## config.mk

```make
export PLATFORM = sky130hd
export DESIGN_NAME = ami_clk_recover
export DESIGN_NICKNAME = d
export VERILOG_FILES = /design/src/rtl/ami_pkg.sv /design/src/rtl/ami_edge_sync.sv /design/src/rtl/ami_phase_div.sv /design/src/rtl/ami_retime.sv /design/src/rtl/ami_stretch.sv /design/src/rtl/ami_clk_recover.sv
export SDC_FILE = /design/constraint.sdc
export NUM_CORES = 1
export LEC_CHECK = 0
export ABC_AREA = 1
export BUFFER_PORTS_ARGS = -buffer_cell sky130_fd_sc_hd__buf_2
export CORE_MARGIN = 2
export CORE_UTILIZATION = 50
export DETAILED_ROUTE_END_ITERATION = 6
export PLACE_DENSITY = 0.72
export SETUP_SLACK_MARGIN = 0.05
export SLEW_MARGIN = 10
export SYNTH_ARGS = -nofsm -noshare
export SYNTH_HDL_FRONTEND = slang
export SYNTH_SLANG_ARGS = --single-unit
```

## constraint.sdc

```tcl
create_clock -name clk -period 1.14 [get_ports clk]
set_clock_uncertainty 0.05 [all_clocks]
set_input_delay 0.228 -clock clk [delete_from_list [all_inputs] [get_ports clk]]
set_output_delay 0.228 -clock clk [all_outputs]
set_load 0.02 [all_outputs]
```

## src/rtl/ami_pkg.sv

```systemverilog
// Package: shared constants and helpers for the AMI clock recovery block.
// Assumes rails are carried as a 2-bit vector, positive rail in the upper bit.
package ami_pkg;
    localparam int RAIL_CNT = 2;
    localparam int IDX_P    = 1;
    localparam int IDX_N    = 0;

    typedef logic [RAIL_CNT-1:0] rail_vec_t;

    // Half of a division ratio; ratios are assumed even.
    function automatic int half_of(input int ratio);
        return ratio / 2;
    endfunction

    // Larger of two ratios, used to size the divide counter.
    function automatic int max_of(input int a, input int b);
        return (a > b) ? a : b;
    endfunction
endpackage

```

## src/rtl/ami_edge_sync.sv

```systemverilog
// Module: brings one asynchronous rail into the clock domain and flags its rising edge.
// Assumes: STAGES >= 2; rise_o is high for one cycle per low-to-high rail change.
module ami_edge_sync #(
    parameter int STAGES = 2
) (
    input  logic clk,
    input  logic rst_n,
    input  logic rail_i,
    output logic rise_o
);
    logic [STAGES:0] shift_q;

    // Synchronizer chain plus one extra stage for edge detection.
    always_ff @(posedge clk) begin
        if (!rst_n) shift_q <= '0;
        else        shift_q <= {shift_q[STAGES-1:0], rail_i};
    end

    assign rise_o = shift_q[STAGES-1] & ~shift_q[STAGES];

    AST_RISE_SINGLE: assert property (@(posedge clk) disable iff (!rst_n)
        rise_o |=> !rise_o);
endmodule

```

## src/rtl/ami_phase_div.sv

```systemverilog
// Module: free-running divide counter that produces the recovered clock.
// A realign request restarts the count at zero (clock low half). xfer_o marks
// the edge at which the clock rises, i.e. the data handover point.
// Assumes: DIV_A and DIV_B are even, >= 4; en_i low holds the counter at zero.
module ami_phase_div
    import ami_pkg::*;
#(
    parameter int DIV_A = 8,
    parameter int DIV_B = 16
) (
    input  logic clk,
    input  logic rst_n,
    input  logic en_i,
    input  logic sel_i,
    input  logic realign_i,
    output logic rclk_o,
    output logic xfer_o
);
    localparam int CNT_W  = $clog2(max_of(DIV_A, DIV_B));
    localparam int HALF_A = half_of(DIV_A);
    localparam int HALF_B = half_of(DIV_B);

    logic [CNT_W-1:0] cnt_q;
    logic [CNT_W-1:0] last_cnt;
    logic [CNT_W-1:0] half_cnt;

    // Pick terminal count and half point from the ratio select.
    always_comb begin
        last_cnt = sel_i ? CNT_W'(DIV_B - 1) : CNT_W'(DIV_A - 1);
        half_cnt = sel_i ? CNT_W'(HALF_B)    : CNT_W'(HALF_A);
    end

    // Counter: cleared by reset, bypass or realign, else wraps at the terminal count.
    always_ff @(posedge clk) begin
        if (!rst_n || !en_i)        cnt_q <= '0;
        else if (realign_i)         cnt_q <= '0;
        else if (cnt_q >= last_cnt) cnt_q <= '0;
        else                        cnt_q <= cnt_q + CNT_W'(1);
    end

    assign rclk_o = (cnt_q >= half_cnt);
    assign xfer_o = en_i && !realign_i && (cnt_q == half_cnt - CNT_W'(1));

    AST_REALIGN_LOW: assert property (@(posedge clk) disable iff (!rst_n)
        realign_i |=> !rclk_o);
endmodule

```

## src/rtl/ami_retime.sv

```systemverilog
// Module: gathers rail detections over one bit period and hands them to the
// outputs at the rising edge of the recovered clock.
// Assumes xfer_i pulses once per bit period and only while en_i is high.
module ami_retime
    import ami_pkg::*;
(
    input  logic      clk,
    input  logic      rst_n,
    input  logic      en_i,
    input  logic      xfer_i,
    input  rail_vec_t rise_i,
    output rail_vec_t dout_o
);
    rail_vec_t cap_q;

    // Capture sticky flags; on handover, present them including a same-edge detection.
    always_ff @(posedge clk) begin
        if (!rst_n) begin
            cap_q  <= '0;
            dout_o <= '0;
        end else if (!en_i) begin
            cap_q  <= '0;
        end else if (xfer_i) begin
            dout_o <= cap_q | rise_i;
            cap_q  <= '0;
        end else begin
            cap_q  <= cap_q | rise_i;
        end
    end

    AST_HOLD_BETWEEN: assert property (@(posedge clk) disable iff (!rst_n)
        !xfer_i |=> $stable(dout_o));
    AST_EDGE_IN_XFER: assert property (@(posedge clk) disable iff (!rst_n)
        (xfer_i && rise_i[IDX_N]) |=> dout_o[IDX_N]);
endmodule

```

## src/rtl/ami_stretch.sv

```systemverilog
// Module: bypass-mode pulse stretcher for one rail.
// Each detection (re)loads a down-counter with LEN; output is high while nonzero.
// Assumes LEN >= 1; en_i low clears the timer.
module ami_stretch #(
    parameter int LEN = 5
) (
    input  logic clk,
    input  logic rst_n,
    input  logic en_i,
    input  logic rise_i,
    output logic out_o
);
    localparam int TMR_W = $clog2(LEN + 1);

    logic [TMR_W-1:0] tmr_q;

    // Load on detection, otherwise count down to zero.
    always_ff @(posedge clk) begin
        if (!rst_n || !en_i)     tmr_q <= '0;
        else if (rise_i)         tmr_q <= TMR_W'(LEN);
        else if (tmr_q != '0)    tmr_q <= tmr_q - TMR_W'(1);
    end

    assign out_o = (tmr_q != '0);

    AST_STRETCH_START: assert property (@(posedge clk) disable iff (!rst_n)
        (en_i && rise_i) |=> out_o);
endmodule

```

## src/rtl/ami_clk_recover.sv

```systemverilog
// Module: top of the AMI receive clock recovery block.
// Synchronizes both rails, runs the phase divider (realigned by positive marks),
// retimes data to the recovered clock, or in bypass mode stretches the marks.
// Assumes ratio_sel changes only while in reset or in bypass.
module ami_clk_recover
    import ami_pkg::*;
#(
    parameter int DIV_SLOW    = 8,
    parameter int DIV_FAST    = 16,
    parameter int STRETCH_CYC = 5,
    parameter int SYNC_STAGES = 2
) (
    input  logic clk,
    input  logic rst_n,
    input  logic mode_rec,
    input  logic ratio_sel,
    input  logic rail_p,
    input  logic rail_n,
    output logic rclk,
    output logic dout_p,
    output logic dout_n
);
    rail_vec_t rail_in;
    rail_vec_t rise;
    rail_vec_t ret_q;
    rail_vec_t str_q;
    logic      xfer;
    logic      realign;

    assign rail_in[IDX_P] = rail_p;
    assign rail_in[IDX_N] = rail_n;

    // One synchronizer and one stretcher per rail.
    for (genvar g = 0; g < RAIL_CNT; g++) begin : g_rail
        ami_edge_sync #(.STAGES(SYNC_STAGES)) u_sync (
            .clk    (clk),
            .rst_n  (rst_n),
            .rail_i (rail_in[g]),
            .rise_o (rise[g])
        );
        ami_stretch #(.LEN(STRETCH_CYC)) u_str (
            .clk    (clk),
            .rst_n  (rst_n),
            .en_i   (!mode_rec),
            .rise_i (rise[g]),
            .out_o  (str_q[g])
        );
    end

    // Only positive marks steer the divider phase.
    assign realign = mode_rec && rise[IDX_P];

    ami_phase_div #(.DIV_A(DIV_SLOW), .DIV_B(DIV_FAST)) u_div (
        .clk       (clk),
        .rst_n     (rst_n),
        .en_i      (mode_rec),
        .sel_i     (ratio_sel),
        .realign_i (realign),
        .rclk_o    (rclk),
        .xfer_o    (xfer)
    );

    ami_retime u_ret (
        .clk    (clk),
        .rst_n  (rst_n),
        .en_i   (mode_rec),
        .xfer_i (xfer),
        .rise_i (rise),
        .dout_o (ret_q)
    );

    assign dout_p = mode_rec ? ret_q[IDX_P] : str_q[IDX_P];
    assign dout_n = mode_rec ? ret_q[IDX_N] : str_q[IDX_N];

    AST_BYPASS_QUIET: assert property (@(posedge clk) disable iff (!rst_n)
        !mode_rec |=> !rclk);
endmodule

```

# --- Word-level counts from Yosys, hierarchy flattened ---
# Cells that the tools add are included.
word_totals:
  reg_bits: 20
  out_inout_bits: 3
  elab_cells: 48
op_classes:
  n_addsub: 4
  n_lt_le_gt_ge: 2
  n_eq_ne: 1
  muxes: 8
  bitwise: 7
  n_reduce_logical: 17
op_table:
  columns: ["cell", "count"]
  rows:
  - ["3-bit two-way mux", 4]
  - ["4-bit greater-or-equal comparator", 2]
  - ["4-bit two-way mux", 2]
  - ["3-bit nonzero test", 2]
  - ["3-bit OR reduction", 2]
  - ["3-bit by 1-bit subtractor with 3-bit output, second input constant", 2]
  - ["4-bit by 1-bit adder with 4-bit output, second input constant", 1]
  - ["4-bit == test", 1]
  - ["1-bit inverter", 4]
  - ["2-bit nonzero test", 2]
  - ["2-bit OR reduction", 2]
  - ["4-bit by 1-bit subtractor with 4-bit output, second input constant", 1]
  - ["1-bit logical AND", 3]
  - ["1-bit zero test", 3]
  - ["1-bit bitwise AND", 2]
  - ["1-bit logical OR", 2]
  - ["1-bit two-way mux", 2]
  - ["2-bit OR", 1]
  - ["2-bit AND reduction", 1]

# --- Logic depth before layout (Yosys ltp) ---
logic_depth:
  ltp_word: 7
  ltp_mapped: 8
  mapped_depth_nobuf: 8

# --- Hierarchy ---
# Synthesis repeated with hierarchy kept, for this count alone.
hier_totals:
  cells_unflattened: 147
  area_unflattened_um2: 1003.5
by_module_without_submodules:
  columns: ["mod", "n_inst", "cells_each", "area_each_um2", "seq_area_each_um2"]
  rows:
  - ["ami_stretch", 2, 28, 182.7, 60.1]
  - ["ami_phase_div", 1, 34, 250.2, 80.1]
  - ["ami_edge_sync", 2, 11, 92.6, 60.1]
  - ["ami_retime", 1, 26, 168.9, 80.1]
  - ["ami_clk_recover", 1, 9, 33.8, 0.0]

# --- Worst setup path after synthesis ---
# No wires, ideal clock.
synth_timing:
  path_type: "register to output"
  from: "register g_rail[0].u_str.tmr_q[0]"
  to: "output port dout_n"
  arrival_time_ps: 1300
  required_ps: 862
  setup_slack_ps: -438
  path_stages_with_launch: 5
  path_cell_list: "dfxtp_1 -> inv_1 -> ha_1 -> ha_1 -> o21ai_0"
synth_between:
  elab_chain_len: 2
synth_rtl:
  columns: ["element", "line", "source"]
  rows:
  - ["start, declared", "ami_stretch.sv:15", "logic [TMR_W-1:0] tmr_q;"]
  - ["start signal, assigned", "ami_stretch.sv:20", "else if (rise_i) tmr_q <= TMR_W'(LEN);"]
  - ["start signal, assigned", "ami_stretch.sv:21", "else if (tmr_q != '0) tmr_q <= tmr_q - TMR_W'(1);"]
  - ["3-bit nonzero test", "ami_stretch.sv:24", "assign out_o = (tmr_q != '0);"]
  - ["1-bit two-way mux", "ami_clk_recover.sv:73", "assign dout_n = mode_rec ? ret_q[IDX_N] : str_q[IDX_N];"]
  - ["end, declared", "ami_clk_recover.sv:21", "output logic dout_n"]
# Every way passes these cells.

# --- Final worst setup path ---
layout_timing:
  from: "register u_div.cnt_q[2]"
  to: "output port rclk"
layout_between:
  elab_chain_len: 1
layout_rtl:
  columns: ["element", "line", "source"]
  rows:
  - ["start, declared", "ami_phase_div.sv:23", "logic [CNT_W-1:0] cnt_q;"]
  - ["start signal, assigned", "ami_phase_div.sv:38", "else cnt_q <= cnt_q + CNT_W'(1);"]
  - ["4-bit greater-or-equal comparator", "ami_phase_div.sv:41", "assign rclk_o = (cnt_q >= half_cnt);"]
  - ["end, declared", "ami_clk_recover.sv:19", "output logic rclk,"]
# Every way passes these cells.

==> metrics.md <==
| Metric | Value |
|---|---|
| Status | finished with violations |
| Failing checks | negative setup slack |
| Yosys cell types | 12 |
| Area of the mapped netlist | 948 um^2 |
| Crit Path Max Fanout | 2 |
| Hold Path Depth | 3 |
| Slowest stage delay, CP | 0.35 ns |
| Worst vdd ir | 1000 uV |
| RR Endpoint | g_rail[0].u_str.tmr_q[0]$_SDFFE_PP0P_ |
| Crit-path most repeated cell | nand2_1 |
| DP HPWL | 1230 um |
| Tot Pwr | 1.44 mW |
| Yosys reg bits | 20 |
| Period utilisation layout | 138% |
| Synth top area cells | dfxtp_1 42%, inv_1 15%, ha_1 13% |
| Area leader, netlist | dfxtp_1 |
| Worst slew pin tran | 0.260 ns |
| Levels on crit path | 7 |
| Synth async-reset ratio | 0% |
| Hold Crit Class | in -> reg |
| Clk pin slew, worst setup/hold paths | 0.11 ns |
| Ys flop type | dfxtp_1 |
| GR Util met1 | 23.4% |
| TNS Setup | -2.39 ns |
| Cts bufs inserted | 3 |
| Grt ovf | 0 |
| Syn Nets | 148 |
| First-pass GRT wire length | 2950 um |
| DR iter-0 viols | 6 |
| CP top delay family | flip-flops |
| Synthesized instance count | 132 |
| Hold path startpoint | rail_p |
| Clock latency at the later pin of the worst-skew pair | 0.30 ns |
| Drt first pass iters | 4 |
| Setup ws final | -0.435 ns |
| Vias in the first global route | 730 |
| Die H | 47.6 um |
| Vias per cell | 4.59 |
| Avg Cell Area, Syn | 7.18 um^2 |
| Residual DRC count | 0 |
| Final Hold Vio Count | 0 |
| Root buffer cell | clkbuf_4 |
| Setup CP Type | reg -> out |
| Synth Warn # | 0 |
| # setup viols final | 13 |
| GR Util met2 | 31.9% |
| R2r worst-path depth | 8 |
| RePlAce Congestion | 0.740 |
| Initial antenna violation count | 0 |
| Crit end category | primary output |
| Worst Path Arrival | 1.30 ns |
| Die area | 2260 um^2 |
| Port bufs | 8 |
| Fmax | 635 MHz |
| CTS Sinks | 20 |
| RSZ-0062 raised after global routing | true |
| GR peak layer | met2 |
| Final worst path period need | 1.57 ns |
| Htree depth | 1 |
| EDFF count, synth | 0 |
| Total track usage | 18.6% |
| Worst path slowest cell | dfxtp_2 |
| Crit path buf inv count | 2 |
| Leakage | 0.708 nW |
| Required @ worst endpoint | 0.86 ns |
| Seq/Total Area, Yosys | 42.2% |
| Hold Crit Endpoint | g_rail[1].u_sync.shift_q[0]$_SDFF_PN0_ |
| Origin of the critical flop-to-flop path | g_rail[0].u_str.tmr_q[0]$_SDFFE_PP0P_ |
| # rows | 15 |
| Area grow syn2layout | 46.8% |
| Worst path cell trace | inv_2 > ha_4 > nand2_1 > nand2_1 > nand2_1 > nand2_2 > buf_6 |
| Vias | 835 |
| Post-synth top area share | 42.2% |
| Worst setup SP type | register |
| Initial Util | 53.8% |
| CTS tree | yes |
| CTS Hold Bufs | 0 |
| Max-Cap Viols | 0 |
| Met3 Track Usage GR | 3.40% |
| CORE AREA | 1760 um^2 |
| Synth cell count leaders | 38 x inv_1, 28 x nand2_1, 20 x dfxtp_1, 16 x nor2_1 |
| NumNets Final | 174 |
| Share of cells above drive strength 1 | 42.7% |
| WL/cell | 10.6 um |
| Slew Limit Fails | 0 |
| Diode count | 0 |
| Clock Tree Buf Depth | 2 |
| Largest net degree at the start of global routing | 12 |
| R2r setup slk | -0.21 ns |
| Detailed Route WL | 1930 um |
| Final antenna-violating net count | 0 |
| Pwr dens | 1030 nW/um^2 |
| Slew margin rel. | 82.6% |
| Top-count cell post-synth | inv_1 |
| Top Ports | 9 |
| Die X | 47.6 um |
## how the worst max path moves through the flow
stage / startpoint / to / slack (ns)
5_1_grt: u_div.cnt_q[2]$_SDFF_PP0_ / rclk / -0.48
4_1_cts: u_div.cnt_q[2]$_SDFF_PP0_ / rclk / -0.42
2_1_floorplan: u_div.cnt_q[2]$_SDFF_PP0_ / rclk / -0.03
3_5_place_dp: ratio_sel / rclk / -0.18
3_3_place_gp: ratio_sel / rclk / -0.12
6_report: u_div.cnt_q[2]$_SDFF_PP0_ / rclk / -0.43
## cell families after synthesis
family                   after synthesis  share of synthesized area [%]
AO/OA/AOI/OAI                         13                           6.86
XOR/XNOR                               2                           1.85
adder cells (fa/ha/maj)               10                           13.2
buffers and inverters                 39                           16.2
flip-flops                            20                           42.2
AND/OR/NAND/NOR                       48                           19.7
## metrics by stage
stage	instance area (um^2)	setup slack (ns)	util (%)	hold slack, ns	cells
global route	1390	-0.481	78.9	0.0519	182
floorplan	1030	-0.0304	-	0.276	132
global placement	1170	-0.121	66.5	0.346	173
CTS	1370	-0.417	77.4	0.0533	183
finish	1390	-0.435	78.9	0.0492	182
detailed placement	1170	-0.176	66.5	0.356	173
## tightest hold or removal path: cells and delay by family
kind          cells  cell delay, ns
buf+inv           2            0.11
simple gates      1            0.04
## placed cells by master (no fill, tap or decap), types with 2 or more instances in the layout
master	Yosys	routed
ha_4	0	7
nand2_1	28	25
ha_2	0	2
nor2_1	16	13
nand2_2	0	2
nor2_4	0	3
dfxtp_1	20	13
buf_2	0	5
inv_2	0	7
buf_4	0	10
a21oi_2	0	2
o21ai_4	0	2
o21ai_2	0	5
buf_6	1	6
inv_1	38	30
dfxtp_2	0	7
o21ai_1	0	3
clkbuf_4	0	3
## metal layers
metal | wire [um] | part of all wire (%)
met2 | 1020 | 53
met5 | 0 | 0
met4 | 28 | 1.5
met1 | 840 | 44
met3 | 41 | 2.1
## what timing repair did
action	in CTS	in global routing
buffers inserted	6	3
setup endpoints to repair	17	17
pin swaps	22	11
resized for setup	29	15
hold endpoints to repair	0	0
## sequential cells by signal (all words and copies together) (netlist names)
name and cells:
u_ret.dout_o 2, g_rail.u_str.tmr_q 6, u_div.cnt_q 4, g_rail.u_sync.shift_q 6, u_ret.cap_q 2
## power breakdown
group          total, mW  internal, mW  switching (mW)
sequential         0.734         0.722          0.0115
combinational      0.293         0.143           0.150
clock              0.414         0.195           0.219
total               1.44          1.06           0.381
## layout make-up
class | count | area [um^2]
repair buffers | 22 | 183
well taps | 25 | 31.3
clock buffers | 4 | 36.3
inverters | 38 | 145
flip-flops and latches | 20 | 409
multi-input cells | 73 | 588
fillers | 135 | 372
Note: power is estimated with default switching activity, not from simulation.
